<file path="config.mk">
export PLATFORM = sky130hd
export DESIGN_NAME = satadd_status
export DESIGN_NICKNAME = d
export VERILOG_FILES = /design/src/rtl/satadd_pkg.sv /design/src/rtl/satadd_lane.sv /design/src/rtl/satadd_bank.sv /design/src/rtl/satadd_flags.sv /design/src/rtl/satadd_status.sv
export SDC_FILE = /design/constraint.sdc
export NUM_CORES = 1
export LEC_CHECK = 0
export BUFFER_PORTS_ARGS = -buffer_cell sky130_fd_sc_hd__buf_4
export CORE_MARGIN = 8
export CORE_UTILIZATION = 60
export CTS_CLUSTER_DIAMETER = 120
export DETAILED_ROUTE_END_ITERATION = 6
export GPL_ROUTABILITY_DRIVEN = 0
export GPL_TIMING_DRIVEN = 0
export PLACE_DENSITY = 0.82
export SLEW_MARGIN = 25
export SYNTH_ARGS = -nofsm -noshare
export SYNTH_HDL_FRONTEND = slang
export SYNTH_SLANG_ARGS = --single-unit
</file>
<file path="constraint.sdc">
create_clock -name clk -period 9.3 [get_ports clk]
set_clock_uncertainty 0.1 [all_clocks]
set_input_delay 1.86 -clock clk [delete_from_list [all_inputs] [get_ports clk]]
set_output_delay 1.86 -clock clk [all_outputs]
set_load 0.005 [all_outputs]
</file>
<file path="src/rtl/satadd_pkg.sv">
package satadd_pkg;
   typedef enum logic [1:0] {
      WSEL_FULL = 2'b00,
      WSEL_HALF = 2'b01,
      WSEL_BYTE = 2'b10,
      WSEL_ALT  = 2'b11
   } wsel_e;
endpackage

</file>
<file path="src/rtl/satadd_lane.sv">
module satadd_lane #(
   parameter int W = 8
) (
   input  logic [W-1:0] a,
   input  logic [W-1:0] b,
   input  logic         sub,
   input  logic         uns,
   input  logic         sat,
   output logic [W-1:0] res,
   output logic         ovf
);
   localparam int EW = W + 2;

   if (W < 2) begin : g_bad_w
      $error("satadd_lane: W must be at least 2");
   end

   logic [EW-1:0] ea, eb, tru;
   logic [W-1:0]  clampv;

   always_comb begin
      ea  = uns ? {2'b00, a} : {{2{a[W-1]}}, a};
      eb  = uns ? {2'b00, b} : {{2{b[W-1]}}, b};
      tru = sub ? (ea - eb) : (ea + eb);
      // true result is judged before any clamping
      if (uns) ovf = tru[W+1] | tru[W];
      else     ovf = tru[W] ^ tru[W-1];
      if (uns) clampv = tru[W+1] ? '0 : '1;
      else     clampv = tru[W+1] ? {1'b1, {(W-1){1'b0}}} : {1'b0, {(W-1){1'b1}}};
      res = (sat && ovf) ? clampv : tru[W-1:0];
   end
endmodule

</file>
<file path="src/rtl/satadd_bank.sv">
module satadd_bank #(
   parameter int DATA_W = 32,
   parameter int LANE_W = 8
) (
   input  logic [DATA_W-1:0] a,
   input  logic [DATA_W-1:0] b,
   input  logic              sub,
   input  logic              uns,
   input  logic              sat,
   output logic [DATA_W-1:0] res,
   output logic              ovf
);
   localparam int NLANE = DATA_W / LANE_W;

   if (DATA_W % LANE_W != 0) begin : g_bad_div
      $error("satadd_bank: DATA_W must be a multiple of LANE_W");
   end

   logic [NLANE-1:0] lane_ovf;

   for (genvar i = 0; i < NLANE; i++) begin : g_lane
      satadd_lane #(.W(LANE_W)) u_lane (
         .a   (a[i*LANE_W +: LANE_W]),
         .b   (b[i*LANE_W +: LANE_W]),
         .sub (sub),
         .uns (uns),
         .sat (sat),
         .res (res[i*LANE_W +: LANE_W]),
         .ovf (lane_ovf[i])
      );
   end

   assign ovf = |lane_ovf;
endmodule

</file>
<file path="src/rtl/satadd_flags.sv">
module satadd_flags (
   input  logic clk,
   input  logic rst_n,
   input  logic op_valid,
   input  logic op_ovf,
   input  logic cmd_clr,
   input  logic wr_en,
   input  logic wr_v,
   input  logic wr_sv,
   input  logic supervisor,
   output logic v,
   output logic sv
);
   logic wr_ok;
   assign wr_ok = wr_en & supervisor;

   always_ff @(posedge clk or negedge rst_n) begin
      if (!rst_n) begin
         v  <= 1'b0;
         sv <= 1'b0;
      end else if (cmd_clr) begin
         v  <= 1'b0;
         sv <= 1'b0;
      end else if (wr_ok) begin
         v  <= wr_v;
         sv <= wr_sv;
      end else if (op_valid) begin
         v  <= op_ovf;
         sv <= sv | op_ovf;
      end
   end

   AST_CLR_WINS: assert property (@(posedge clk) disable iff (!rst_n)
      cmd_clr |=> (!v && !sv));
   AST_V_TRACKS: assert property (@(posedge clk) disable iff (!rst_n)
      (op_valid && !cmd_clr && !(wr_en && supervisor)) |=> (v == $past(op_ovf)));
   AST_SV_STICKY: assert property (@(posedge clk) disable iff (!rst_n)
      (sv && !cmd_clr && !(wr_en && supervisor)) |=> sv);
   AST_SV_SETS: assert property (@(posedge clk) disable iff (!rst_n)
      (op_valid && op_ovf && !cmd_clr && !(wr_en && supervisor)) |=> sv);
   AST_WR_IGNORED: assert property (@(posedge clk) disable iff (!rst_n)
      (wr_en && !supervisor && !cmd_clr && !op_valid) |=> ($stable(v) && $stable(sv)));
endmodule

</file>
<file path="src/rtl/satadd_status.sv">
module satadd_status #(
   parameter int DATA_W = 32
) (
   input  logic              clk,
   input  logic              rst_n,
   input  logic              op_valid,
   input  logic              op_sub,
   input  logic              op_unsigned,
   input  logic              op_sat,
   input  logic [1:0]        op_width,
   input  logic [DATA_W-1:0] opa,
   input  logic [DATA_W-1:0] opb,
   output logic [DATA_W-1:0] result,
   output logic              op_ovf,
   input  logic              cmd_clr_ovf,
   input  logic              cmd_trap_v,
   input  logic              cmd_trap_sv,
   output logic              trap_v_req,
   output logic              trap_sv_req,
   input  logic              flag_wr_en,
   input  logic              flag_wr_v,
   input  logic              flag_wr_sv,
   input  logic              supervisor,
   output logic              stat_v,
   output logic              stat_sv
);
   import satadd_pkg::*;

   localparam int HALF_W = DATA_W / 2;
   localparam int BYTE_W = DATA_W / 4;

   if (DATA_W < 16 || DATA_W % 16 != 0) begin : g_bad_data_w
      $error("satadd_status: DATA_W must be a multiple of 16");
   end

   logic [DATA_W-1:0] res_full, res_half, res_byte;
   logic              ovf_full, ovf_half, ovf_byte;

   satadd_bank #(.DATA_W(DATA_W), .LANE_W(DATA_W)) u_full (
      .a(opa), .b(opb), .sub(op_sub), .uns(op_unsigned), .sat(op_sat),
      .res(res_full), .ovf(ovf_full));
   satadd_bank #(.DATA_W(DATA_W), .LANE_W(HALF_W)) u_half (
      .a(opa), .b(opb), .sub(op_sub), .uns(op_unsigned), .sat(op_sat),
      .res(res_half), .ovf(ovf_half));
   satadd_bank #(.DATA_W(DATA_W), .LANE_W(BYTE_W)) u_byte (
      .a(opa), .b(opb), .sub(op_sub), .uns(op_unsigned), .sat(op_sat),
      .res(res_byte), .ovf(ovf_byte));

   always_comb begin
      unique case (wsel_e'(op_width))
         WSEL_HALF: begin result = res_half; op_ovf = ovf_half; end
         WSEL_BYTE: begin result = res_byte; op_ovf = ovf_byte; end
         default:   begin result = res_full; op_ovf = ovf_full; end
      endcase
   end

   satadd_flags u_flags (
      .clk        (clk),
      .rst_n      (rst_n),
      .op_valid   (op_valid),
      .op_ovf     (op_ovf),
      .cmd_clr    (cmd_clr_ovf),
      .wr_en      (flag_wr_en),
      .wr_v       (flag_wr_v),
      .wr_sv      (flag_wr_sv),
      .supervisor (supervisor),
      .v          (stat_v),
      .sv         (stat_sv)
   );

   assign trap_v_req  = cmd_trap_v  & stat_v;
   assign trap_sv_req = cmd_trap_sv & stat_sv;

   AST_TRAP_NEEDS_CMD: assert property (@(posedge clk) disable iff (!rst_n)
      (!cmd_trap_v && !cmd_trap_sv) |-> (!trap_v_req && !trap_sv_req));
endmodule

</file>
# Word-level counts from Yosys, hierarchy flattened
# Index checks and enable logic that the tools add are counted.
dict set report word_totals {
  register_bits 2
  out_inout_bits 37
}
dict set report op_classes {
  bitwise_logic 18
  reduce_logical 10
  eq_ne 2
  n_addsub 14
  n_mux 64
}
# operator n
set op_table {}
lappend op_table {{$mux W16} 8}
lappend op_table {{$mux W32} 4}
lappend op_table {{$mux W8} 16}
lappend op_table {{$mux W10} 12}
lappend op_table {{$mux W18} 6}
lappend op_table {{$mux W34} 3}
lappend op_table {{$pmux W32 S2} 1}
lappend op_table {{$add A10 B10 Y10} 4}
lappend op_table {{$sub A10 B10 Y10} 4}
lappend op_table {{$add A18 B18 Y18} 2}
lappend op_table {{$sub A18 B18 Y18} 2}
lappend op_table {{$add A34 B34 Y34} 1}
lappend op_table {{$sub A34 B34 Y34} 1}
lappend op_table {{$mux W1} 13}
lappend op_table {{$or A1 B1 Y1} 8}
lappend op_table {{$logic_and A1 B1 Y1} 7}
lappend op_table {{$xor A1 B1 Y1} 7}
lappend op_table {{$reduce_or A4 Y1} 1}
lappend op_table {{$and A1 B1 Y1} 3}
lappend op_table {{$reduce_bool A3 Y1} 1}
lappend op_table {{$eq A2 B1 Y1 const B} 1}
lappend op_table {{$eq A2 B2 Y1 const B} 1}
lappend op_table {{$pmux W1 S2} 1}
lappend op_table {{$reduce_or A2 Y1} 1}

# Logic depth before layout (Yosys ltp)
# Gate-level depths: netlist (run 1).
dict set report logic_depth {
  depth_word 11
  ltp_mapped 22
  ltp_nobuf 21
}

# Modules after synthesis
# A second synthesis (run 1) with hierarchy kept.
dict set report hier_totals {
  hier_cells 1456
  hier_area_um2 10905.5
}
# mod cells_per_inst area_each_um2 seq_area_each_um2 n_inst
set modules_own_cells {}
lappend modules_own_cells {{satadd_lane (u_byte.g_lane[0].u_lane ...)} 117 867.1 0.0 4}
lappend modules_own_cells {{satadd_lane (u_half.g_lane[0].u_lane ...)} 217 1627.8 0.0 2}
lappend modules_own_cells {{satadd_lane (u_full.g_lane[0].u_lane)} 423 3031.7 0.0 1}
lappend modules_own_cells {satadd_status 120 1029.7 0.0 1}
lappend modules_own_cells {satadd_flags 9 106.4 50.0 1}
lappend modules_own_cells {{satadd_bank (u_byte)} 1 7.5 0.0 1}
lappend modules_own_cells {{satadd_bank (u_half)} 1 6.3 0.0 1}

# Least setup slack after synthesis (run 1)
# OpenSTA, ideal clock, no wires.
dict set report synth_timing {
  kind {in2out}
  startpoint {input port opb[0]}
  endpoint {output port result[1]}
  setup_slack_ns 1.270
  cell_stages 19
  required_ns 7.340
  n_path_buf 1
  arrival_ns 6.070
  path_cell_list {inv_1 > ha_1 > nand3b_1 > nor4_1 > a31oi_1 > or2_2 > nor2_1 > xor2_1 > ha_1 > and4_1 > a221o_1 > a22o_1 > a31o_2 > a211oi_1 > o311ai_4 > o21ai_4 > buf_6 > o31ai_1 > a211oi_2}
}
dict set report synth_via {
  elab_chain_len 8
  word_cells_on_any_way 37
  cone_classes {add/sub (6); mux (22); bitwise (6); reduce/logical (3)}
}
# item line_no
set synth_rtl {}
lappend synth_rtl {{from (decl)} satadd_status.sv:12} ;# input logic [DATA_W-1:0] opb,
lappend synth_rtl {{$mux W34 (tied with other cells)} satadd_lane.sv:23} ;# eb = uns ? {2'b00, b} : {{2{b[W-1]}}, b};
lappend synth_rtl {{$add A34 B34 Y34 (tied with other cells)} satadd_lane.sv:24} ;# tru = sub ? (ea - eb) : (ea + eb);
lappend synth_rtl {{$mux W34 (tied with other cells)} satadd_lane.sv:24}
lappend synth_rtl {{$xor A1 B1 Y1 / $or A1 B1 Y1 (equally long branches)} {satadd_lane.sv:27, satadd_lane.sv:26}}
lappend synth_rtl {{$mux W1} satadd_lane.sv:26} ;# if (uns) ovf = tru[W+1] | tru[W];
lappend synth_rtl {{$logic_and A1 B1 Y1} satadd_lane.sv:30} ;# res = (sat && ovf) ? clampv : tru[W-1:0];
lappend synth_rtl {{$mux W32 (tied with other cells)} satadd_lane.sv:30}
lappend synth_rtl {{$pmux W32 S2 (*)} satadd_status.sv:50} ;# unique case (wsel_e'(op_width))
lappend synth_rtl {{to (decl)} satadd_status.sv:13} ;# output logic [DATA_W-1:0] result,
# Mark *: on every way between the ends. The rest lies on a longest branch, timed or not.

# Worst setup path in the final report (run 1)
dict set report layout_timing {
  startpoint {input port opb[3]}
  endpoint {output port result[12]}
}
dict set report layout_via {
  elab_chain_len 8
  word_cells_on_any_way 25
  cone_classes {add/sub (4); mux (15); bitwise (4); reduce/logical (2)}
}
# item line_no
set layout_rtl {}
lappend layout_rtl {{$mux W34 / $mux W18 (equally long branches)} satadd_lane.sv:23}
lappend layout_rtl {{$add A34 B34 Y34 (tied with other cells)} satadd_lane.sv:24}
lappend layout_rtl {{$mux W34 / $mux W18 (equally long branches)} satadd_lane.sv:24}
lappend layout_rtl {{$xor A1 B1 Y1 / $or A1 B1 Y1 (equally long branches)} {satadd_lane.sv:27, satadd_lane.sv:26}}
lappend layout_rtl {{$mux W1} satadd_lane.sv:26}
lappend layout_rtl {{$logic_and A1 B1 Y1} satadd_lane.sv:30}
lappend layout_rtl {{$mux W32 / $mux W16 (equally long branches)} satadd_lane.sv:30}
lappend layout_rtl {{$pmux W32 S2 (*)} satadd_status.sv:50}
# Marked as above.

==> key figures, run 1 <==
Outcome
  – Status: complete, no violations

Cells and area
  – N_diodes: 0
  – Nets: 1308
  – Post-route cell area: 8180 um^2
  – Register area: 50.0 um^2
  – Filler instances: 1065
  – Final core occ: 0.714
  – Area Overhead vs Synth: 16.1%
  – Final Instance Count excl. Fillers: 1275
  – Fraction of layout cells with a size suffix above 1: 0.158
  – Multi-input combinational cell area: 6610 um^2

Global routing
  – GR Overflow Total: 0
  – Gr usage total: 0.301
  – Initial antenna violation count: 0
  – Global-route wire length before repair: 39800 um
  – Largest net degree at the start of global routing: 17
  – Vias in the first global route: 8098

Synthesis
  – #FFs+latches synth: 2
  – Post-synth EDFFs: 0
  – Syn Std Cell Area: 7050 um^2
  – Fraction of registers with async set or reset after synthesis: 1.00
  – Yosys cell types: 89
  – Synth Warn #: 0
  – Post-synth top flop: dfrtp_1
  – Synth Instances: 1021
  – Syn nets: 1195
  – Sequential area share after synthesis: 0.00710
  – Syn Area/Cell: 6.90 um^2

STA
  – Final Cycle Share: 0.981
  – Final setup vio count: 0
  – Final hold vios: 0
  – WHS: 505 ps
  – Slew HR: 0.436
  – FMAX: 110 MHz
  – Min Tclk post-route: 9120 ps
  – Final Max Slew Viols: 0
  – Tightest Pin Transition: 846 ps

Clock tree
  – Clock Latency Late Sink: 220 ps
  – Worst-path clk slew: 30 ps
  – Clock Sinks: 2
  – Max clock buf depth: 2
  – Root Driver: clkbuf_16
  – Clock buffer count from CTS: 3
  – CTS tree: yes
  – Hold_buf cts: 0
  – H-tree Lvls: 1

Die
  – Die area: 15500 um^2
  – Die Ht: 124 um
  – Core area: 11500 um^2
  – Initial Utilization: 0.615
  – I/O Pins: 116
  – FP Rows: 39
  – Die width: 124 um

Worst setup path
  – Reg2Reg Depth: 2
  – CP Launch Point: opb[3]
  – Setup CP Type: in -> out
  – CP max FO: 10
  – Worst setup EP type: primary output
  – CP arrival: 7160 ps
  – Element type at the critical path start: input port
  – Worst r2r src: u_flags.sv
  – Worst endpoint required time: 7340 ps

Power
  – Pwr per Cell Area: 119 nW/um^2
  – LEAKAGE: 3.65 nW
  – Peak supply drop: 77.4 uV

Route
  – Wire per inst: 19.7 um
  – Antenna-violating nets left: 0
  – Drt initial violations: 955
  – TritonRoute pass-1 iters: 5
  – Vias: 8409
  – Vias per inst: 6.60
  – Remaining DRCs: 0
  – Detailed Route WL: 25100 um

Placed design
  – Number of buffers added on ports: 105
  – Post-DP HPWL: 20300 um
  – Dpl cells: 1269
  – DP Area: 8020 um^2

Hold path
  – Hold Startpoint: u_flags.v
  – Hold depth: 2
  – Min-delay worst type: reg -> reg

Run
  – Max Cap Viol: 0
[registers in the layout (all words and copies together) (netlist names)]
signal,flops
u_flags.sv,1
u_flags.v,1
[Yosys cell counts (6+ instances only)]
| cell | n | share of area |
|---|---|---|
| a211oi_1 | 15 | 0.016 |
| a21o_1 | 27 | 0.029 |
| a21oi_1 | 134 | 0.095 |
| a221oi_1 | 7 | 0.0087 |
| a2bb2oi_1 | 7 | 0.0087 |
| a31oi_1 | 24 | 0.021 |
| and2_1 | 17 | 0.015 |
| and3_1 | 10 | 0.0089 |
| buf_1 | 6 | 0.0032 |
| buf_2 | 13 | 0.0092 |
| clkbuf_1 | 28 | 0.015 |
| ha_1 | 91 | 0.16 |
| inv_1 | 56 | 0.030 |
| mux2i_1 | 13 | 0.018 |
| nand2_1 | 62 | 0.033 |
| nand2b_1 | 9 | 0.0080 |
| nand3_1 | 23 | 0.016 |
| nand4_1 | 10 | 0.0089 |
| nor2_1 | 91 | 0.048 |
| nor2b_1 | 16 | 0.014 |
| nor3_1 | 25 | 0.018 |
| nor4_1 | 9 | 0.0080 |
| o211ai_1 | 11 | 0.012 |
| o21a_1 | 9 | 0.0096 |
| o21ai_0 | 37 | 0.026 |
| o21bai_1 | 13 | 0.014 |
| o22ai_1 | 6 | 0.0053 |
| o31ai_1 | 10 | 0.011 |
| xnor2_1 | 89 | 0.11 |
| xor2_1 | 39 | 0.048 |
[routing by layer]
metal,vias up,track usage,wire length [um]
met5,-,0,0
met3,107,0.0455,2630
met4,0,0.130,1100
met1,3810,0.361,9780
met2,476,0.520,11600
li1,4016,-,-
[worst max-delay path: stages]
cell	delay (ps)
buf_4	120
or4_1	550
and4bb_4	490
a21oi_2	190
nor2_2	280
o21ai_0	160
xnor2_1	170
ha_1	280
clkbuf_1	280
nand4_1	320
nor3_1	270
nand4_1	150
nor4_2	300
o21ai_0	260
a211oi_2	360
o311ai_4	150
o21ai_4	230
buf_2	320
a21oi_1	70
a21oi_1	200
buf_4	150
[cell families (layout without fill, tap and decap cells)]
logic type,after synthesis,after routing,share of synthesized area
AOI/OAI and AO/OA,364,364,0.349
and+or+nand+nor,303,303,0.215
xor gates and xnor gates,129,129,0.162
buffers and inverters,108,219,0.0632
adders and majority gates,95,95,0.173
muxes,20,20,0.0307
DFF,2,2,0.00710
[final timing paths]
check | slack, ps | to
min in group asynchronous | 1320 | u_flags.v
setup reg to reg | 8280 | u_flags.sv
max in group asynchronous | 7680 | u_flags.sv
setup / recovery | 180 | result[12]
hold reg to reg | 500 | u_flags.v
hold / removal | 500 | u_flags.v
[power breakdown]
group | switching [W] | leakage, nW | internal (W) | total [W]
clock | 0.00000981 | 0.0370 | 0.0000547 | 0.0000645
sequential | 0.000000970 | 0.0258 | 0.00000972 | 0.0000107
combinational | 0.000513 | 3.59 | 0.000390 | 0.000902
total | 0.000523 | 3.65 | 0.000454 | 0.000978
[cell usage in the layout (no fill, tap or decap), drive strengths merged, types with 12 or more instances in the layout]
master / n
o211ai: 12
buf: 130
ha: 91
o21bai: 14
a21o: 27
xor2: 39
nor2b: 16
a211oi: 16
clkbuf: 33
inv: 56
nor3: 25
xnor2: 89
nand3: 23
o21ai: 40
nor2: 91
nand2: 62
a21oi: 134
a31oi: 24
and2: 18
mux2i: 13
[final cells by class]
class | instances | area share
Sequential cell | 2 | 0.00612
Timing Repair Buffer | 108 | 0.0991
Clock buffer | 3 | 0.00917
Multi-Input combinational cell | 911 | 0.808
Inverter | 56 | 0.0257
Buffer | 52 | 0.0298
Tap cell | 143 | 0.0219
[stage by stage]
step | setup slack (ps) | setup TNS (ps) | total power, W
floorplan | 1270 | 0 | 0.000630
finish | 176 | 0 | 0.000978
global route | -4.58 | -4.58 | 0.00105
detailed placement | -489 | -9530 | 0.000886
CTS | 71.5 | 0 | 0.000959
global placement | -739 | -21080 | 0.000872
[repair_timing]
action | in CTS | in global routing
setup buffers | 0 | 3
gates resized for setup | 9 | 10
pin swaps | 0 | 1
hold endpoints to repair | 0 | 0
endpoints found under the setup margin | 32 | 33
Note: power is estimated with default switching activity, not from simulation.
==> run 2: changes to the inputs <==
CORE_UTILIZATION = 54   (was 60)
MAX_ROUTING_LAYER = met4   (was unset)
PLACE_DENSITY = 0.78   (was 0.82)
clock period = 7.95 ns   (was 9.3 ns; I/O delays follow)
==> key figures, run 2 (synthesis gave the netlist of run 1 again) <==
Route
  – Drt initial violations: 914
  – Vias: 8582
  – Detailed Route WL: 26100 um
  – Vias per inst: 6.49
  – Wire per inst: 19.7 um
  – Antenna-violating nets left: 0
  – TritonRoute pass-1 iters: 6
  – Remaining DRCs: 0

Global routing
  – Largest net degree at the start of global routing: 17
  – Global-route wire length before repair: 39800 um
  – Initial antenna violation count: 0
  – Gr usage total: 0.299
  – Vias in the first global route: 7939
  – GR Overflow Total: 0

Cells and area
  – N_diodes: 0
  – Area Overhead vs Synth: 23.9%
  – Commonest non-fill, non-tap cell in the layout: buf_4
  – Most frequent cells in the layout: buf_4 (138), a21oi_1 (124), xnor2_1 (89)
  – Fraction of layout cells with a size suffix above 1: 0.223
  – Final core occ: 0.689
  – Top Registers: u_flags.sv (1), u_flags.v (1)
  – Filler instances: 1144
  – Nets: 1326

Clock tree
  – Worst-path clk slew: 30 ps
  – Max clock buf depth: 2
  – Root Driver: clkbuf_16
  – Clock buffer count from CTS: 3
  – Clock Latency Late Sink: 220 ps
  – CTS tree: yes
  – Clock Sinks: 2
  – Hold_buf cts: 0
  – H-tree Lvls: 1

Worst setup path
  – Element type at the critical path start: input port
  – Worst-path cell chain: buf_4 -> or4_4 -> nor3_4 -> and2_4 -> nor2_1 -> or2_4 -> nor2_4 -> xor2_2 -> ha_4 -> nand4_1 -> buf_4 -> nor3_1 -> o221ai_1 -> nand4_1 -> or3_4 -> a211oi_4 -> o311ai_4 -> o21ai_4 -> buf_8 -> o31ai_1 -> a211oi_2 -> buf_4
  – CP max-delay cell: or4_4
  – Buf+Inv Stages, Crit Path: 4
  – Worst setup EP type: primary output
  – CP max FO: 10
  – Worst endpoint required time: 6260 ps
  – Setup CP Type: in -> out
  – Cell mode on critical path: buf_4
  – Largest stage delay on the critical path: 580 ps
  – CP top delay family: simple AND/OR/NAND/NOR gates
  – CP arrival: 6240 ps

STA
  – Final hold vios: 0
  – Final setup vio count: 0
  – Fin Setup TNS: 0 ps
  – FMAX: 126 MHz
  – Min Tclk post-route: 7930 ps
  – Slew HR: 0.396
  – Final Cycle Share: 0.998
  – RSZ-0062 raised after global routing: true
  – Final Max Slew Viols: 0
  – Tightest Pin Transition: 906 ps

Placed design
  – Post-DP HPWL: 20300 um
  – Number of buffers added on ports: 105

Die
  – Initial Utilization: 0.556
  – Die Ht: 130 um
  – FP Rows: 41
  – I/O Pins: 116
  – Core area: 12700 um^2
  – Die width: 130 um
  – Die area: 17000 um^2

Power
  – Peak supply drop: 65.4 uV
  – Reg power frac: 0.010
  – Comb pwr share: 0.927
  – P_int: 0.000569 W
  – LEAKAGE: 3.82 nW
  – Net Sw Frac: 0.532
  – Clock power share: 0.063
  – Switch Pwr: 0.000648 W
  – Pwr per Cell Area: 139 nW/um^2

Hold path
  – Min-delay worst type: reg -> reg

Outcome
  – Status: complete, no violations

Run
  – Max Cap Viol: 0
## run 2: changes by cell type in the layout (fill, tap and decap cells not counted), sizes merged
cell    delta
buf       +23
clkbuf     -5
## run 2: area by class of cell
type / count / area [um^2] / area share
Multi-Input combinational cell: 911 / 6920 / 0.792
Clock buffer: 3 / 75.1 / 0.00859
Inverter: 56 / 210 / 0.0241
Tap cell: 172 / 215 / 0.0246
Timing Repair Buffer: 132 / 992 / 0.114
Buffer: 46 / 274 / 0.0314
Sequential cell: 2 / 50.0 / 0.00573
## run 2: final timing paths
path	cells after the start	start	end	slack, ps
min reg2reg	2	u_flags.v	u_flags.v	500
max reg2reg	2	u_flags.v	u_flags.v	7060
min	2	u_flags.v	u_flags.v	500
max	22	opb[20]	result[1]	20
min in group asynchronous	1	rst_n	u_flags.v	1040
max in group asynchronous	1	rst_n	u_flags.sv	6610
## run 2: timing repair
| item | in CTS | in global routing |
|---|---|---|
| pin swaps | 5 | 20 |
| gates resized for setup | 44 | 69 |
| gates cloned | 0 | 1 |
| buffers inserted | 6 | 19 |
| endpoints found under the setup margin | 33 | 33 |
## run 2: routing by layer
| metal | track usage | up-vias | part of all wire |
|---|---|---|---|
| met5 | - | - | 0 |
| met4 | 0.138 | 0 | 0.058 |
| met3 | 0.0204 | 116 | 0.082 |
| met2 | 0.485 | 472 | 0.45 |
| met1 | 0.372 | 3946 | 0.41 |
| li1 | - | 4048 | - |
## run 2: tightest hold or removal path, delay by kind of cell (launching register included)
kind | cells | cell delay (ps)
DFF | 1 | 390
and+or+nand+nor | 1 | 90
AOI/OAI and AO/OA | 1 | 80
## run 2: power by group through the flow
stage	Clock [W]	Combinational, W	Sequential [W]
floorplan	0	0.000725	0.0000123
global route	0.0000766	0.00122	0.0000126
global placement	0	0.00101	0.0000124
detailed placement	0	0.00102	0.0000125
CTS	0.0000762	0.00105	0.0000124
finish	0.0000766	0.00113	0.0000124
## run 2: stage by stage
stage	instances	power, W	hold WS, ps	setup WS [ps]	instance area [um^2]
2_1_floorplan	1021	0.000737	463	460	7050
3_3_place_gp	1298	0.00103	488	-1520	8050
3_5_place_dp	1299	0.00104	500	-1400	8060
4_1_cts	1305	0.00114	502	1.08	8320
5_1_grt	1322	0.00131	525	-95.6	8740
6_report	1322	0.00122	503	19.8	8740
==> run 3: changes to the inputs <==
CORE_UTILIZATION = 60   (was 54)
PLACE_DENSITY = 0.92   (was 0.78)
clock period = 9.3 ns   (was 7.95 ns; I/O delays follow)
==> key figures, run 3 (synthesis gave the netlist of run 1 again) <==
STA
  – RSZ-0062 raised after global routing: false
  – Final Max Slew Viols: 0
  – Tightest Pin Transition: 882 ps
  – FMAX: 110 MHz
  – Final Cycle Share: 0.978
  – Min Tclk post-route: 9100 ps
  – Final setup vio count: 0
  – Final hold vios: 0
  – Slew HR: 0.412

Cells and area
  – Nets: 1307
  – Most frequent cells in the layout: a21oi_1 (132), buf_4 (109), ha_1 (91)
  – N_diodes: 0
  – Multi-input combinational cell area: 6630 um^2
  – Filler instances: 939
  – Final Instance Count excl. Fillers: 1274
  – Area Overhead vs Synth: 16.2%
  – Register area: 50.0 um^2
  – Fraction of layout cells with a size suffix above 1: 0.160
  – Top Registers: u_flags.sv (1), u_flags.v (1)
  – Post-route cell area: 8190 um^2
  – Commonest non-fill, non-tap cell in the layout: a21oi_1

Clock tree
  – Max clock buf depth: 2
  – CTS tree: yes
  – Clock Sinks: 2
  – Clock Latency Late Sink: 220 ps
  – Hold_buf cts: 0
  – H-tree Lvls: 1
  – Root Driver: clkbuf_16
  – Worst-path clk slew: 30 ps
  – Clock buffer count from CTS: 3

Route
  – Drt initial violations: 1047
  – Wire per inst: 19.8 um
  – Vias per inst: 6.84
  – Remaining DRCs: 0
  – TritonRoute pass-1 iters: 6
  – Vias: 8717
  – Antenna-violating nets left: 0
  – Detailed Route WL: 25200 um

Outcome
  – Status: complete, no violations

Global routing
  – Gr usage total: 0.310
  – Initial antenna violation count: 0
  – Vias in the first global route: 8323
  – GR Overflow Total: 0
  – Largest net degree at the start of global routing: 17
  – Met3 track demand over resource: 0.0498
  – Busiest grt layer: met2
  – GRT met1 Usage: 0.358
  – Global-route wire length before repair: 40200 um
  – Met2 global-route usage: 0.498

Die
  – Die area: 15500 um^2
  – Initial Utilization: 0.615
  – Core area: 11500 um^2
  – Die Ht: 124 um
  – Die width: 124 um
  – I/O Pins: 116
  – FP Rows: 39

Placed design
  – Post-DP HPWL: 20200 um
  – Dpl cells: 1269
  – Number of buffers added on ports: 105
  – DP Area: 8020 um^2

Worst setup path
  – CP max FO: 10
  – Setup CP Type: in -> out
  – Worst setup EP type: primary output
  – Element type at the critical path start: input port
  – CP arrival: 7140 ps
  – Reg2Reg Depth: 2
  – Worst endpoint required time: 7340 ps

Hold path
  – Hold depth: 2
  – Min-delay worst type: reg -> reg

Power
  – Peak supply drop: 74.0 uV
  – Pwr per Cell Area: 121 nW/um^2
  – LEAKAGE: 3.64 nW

Run
  – Max Cap Viol: 0
[run 3: final timing paths]
path | startpoint | to | slack (ps)
min in group asynchronous | rst_n | u_flags.v | 1320
min reg2reg | u_flags.v | u_flags.v | 520
max in group asynchronous | rst_n | u_flags.sv | 7690
max reg2reg | u_flags.v | u_flags.v | 8380
min | u_flags.v | u_flags.v | 520
max | op_sub | result[22] | 200
[run 3: timing repair]
item	CTS	global route
pin swaps	0	2
hold endpoints to repair	0	0
gates resized for setup	7	15
endpoints found under the setup margin	31	33
buffers inserted	0	2
[run 3: area by class of cell]
| class | instances | share of cell area |
|---|---|---|
| multi-input combinational | 911 | 0.809 |
| tap | 143 | 0.0218 |
| inverter | 56 | 0.0257 |
| sequential | 2 | 0.00611 |
| buffer | 52 | 0.0299 |
| timing repair buffer | 107 | 0.0980 |
| clock buffer | 3 | 0.00916 |
[run 3: where the power goes]
group           total, W  internal (W)  switching [W]
Sequential     0.0000107    0.00000972    0.000000938
Combinational   0.000920      0.000393       0.000527
Clock          0.0000645     0.0000547     0.00000984
Total           0.000995      0.000457       0.000538
[run 3: worst max-delay path, stage by stage]
cell and delay (ps):
clkbuf_2 250, clkbuf_1 390, clkbuf_2 420, buf_2 390, a21oi_1 90, xnor2_1 170, ha_1 360, and3_1 240
o211ai_1 170, a21oi_1 290, o2111ai_1 240, and3_1 270, o211a_1 250, o311ai_1 450, nor2_1 330, a211oi_2 600
a2bb2oi_1 160, buf_4 170
[run 3: metal layers]
layer  routed length (um)  up-vias  part of all wire
met5                    0        -                 0
met4                 1600        0             0.063
met3                 2600      141              0.10
met2                11300      632              0.45
met1                 9720     3949              0.39
li1                     -     3995                 -
[run 3: metrics by stage]
stage               setup WS (ps)   util  TNS [ps]  hold WS [ps]  total power, W
finish                        202  0.715         0           523        0.000995
detailed placement           -456  0.700     -5720           498        0.000888
global placement             -441  0.699    -11620           489        0.000864
global route                 4.54  0.715         0           560         0.00107
floorplan                    1270      -         0           463        0.000630
CTS                          10.1  0.709         0           505        0.000961
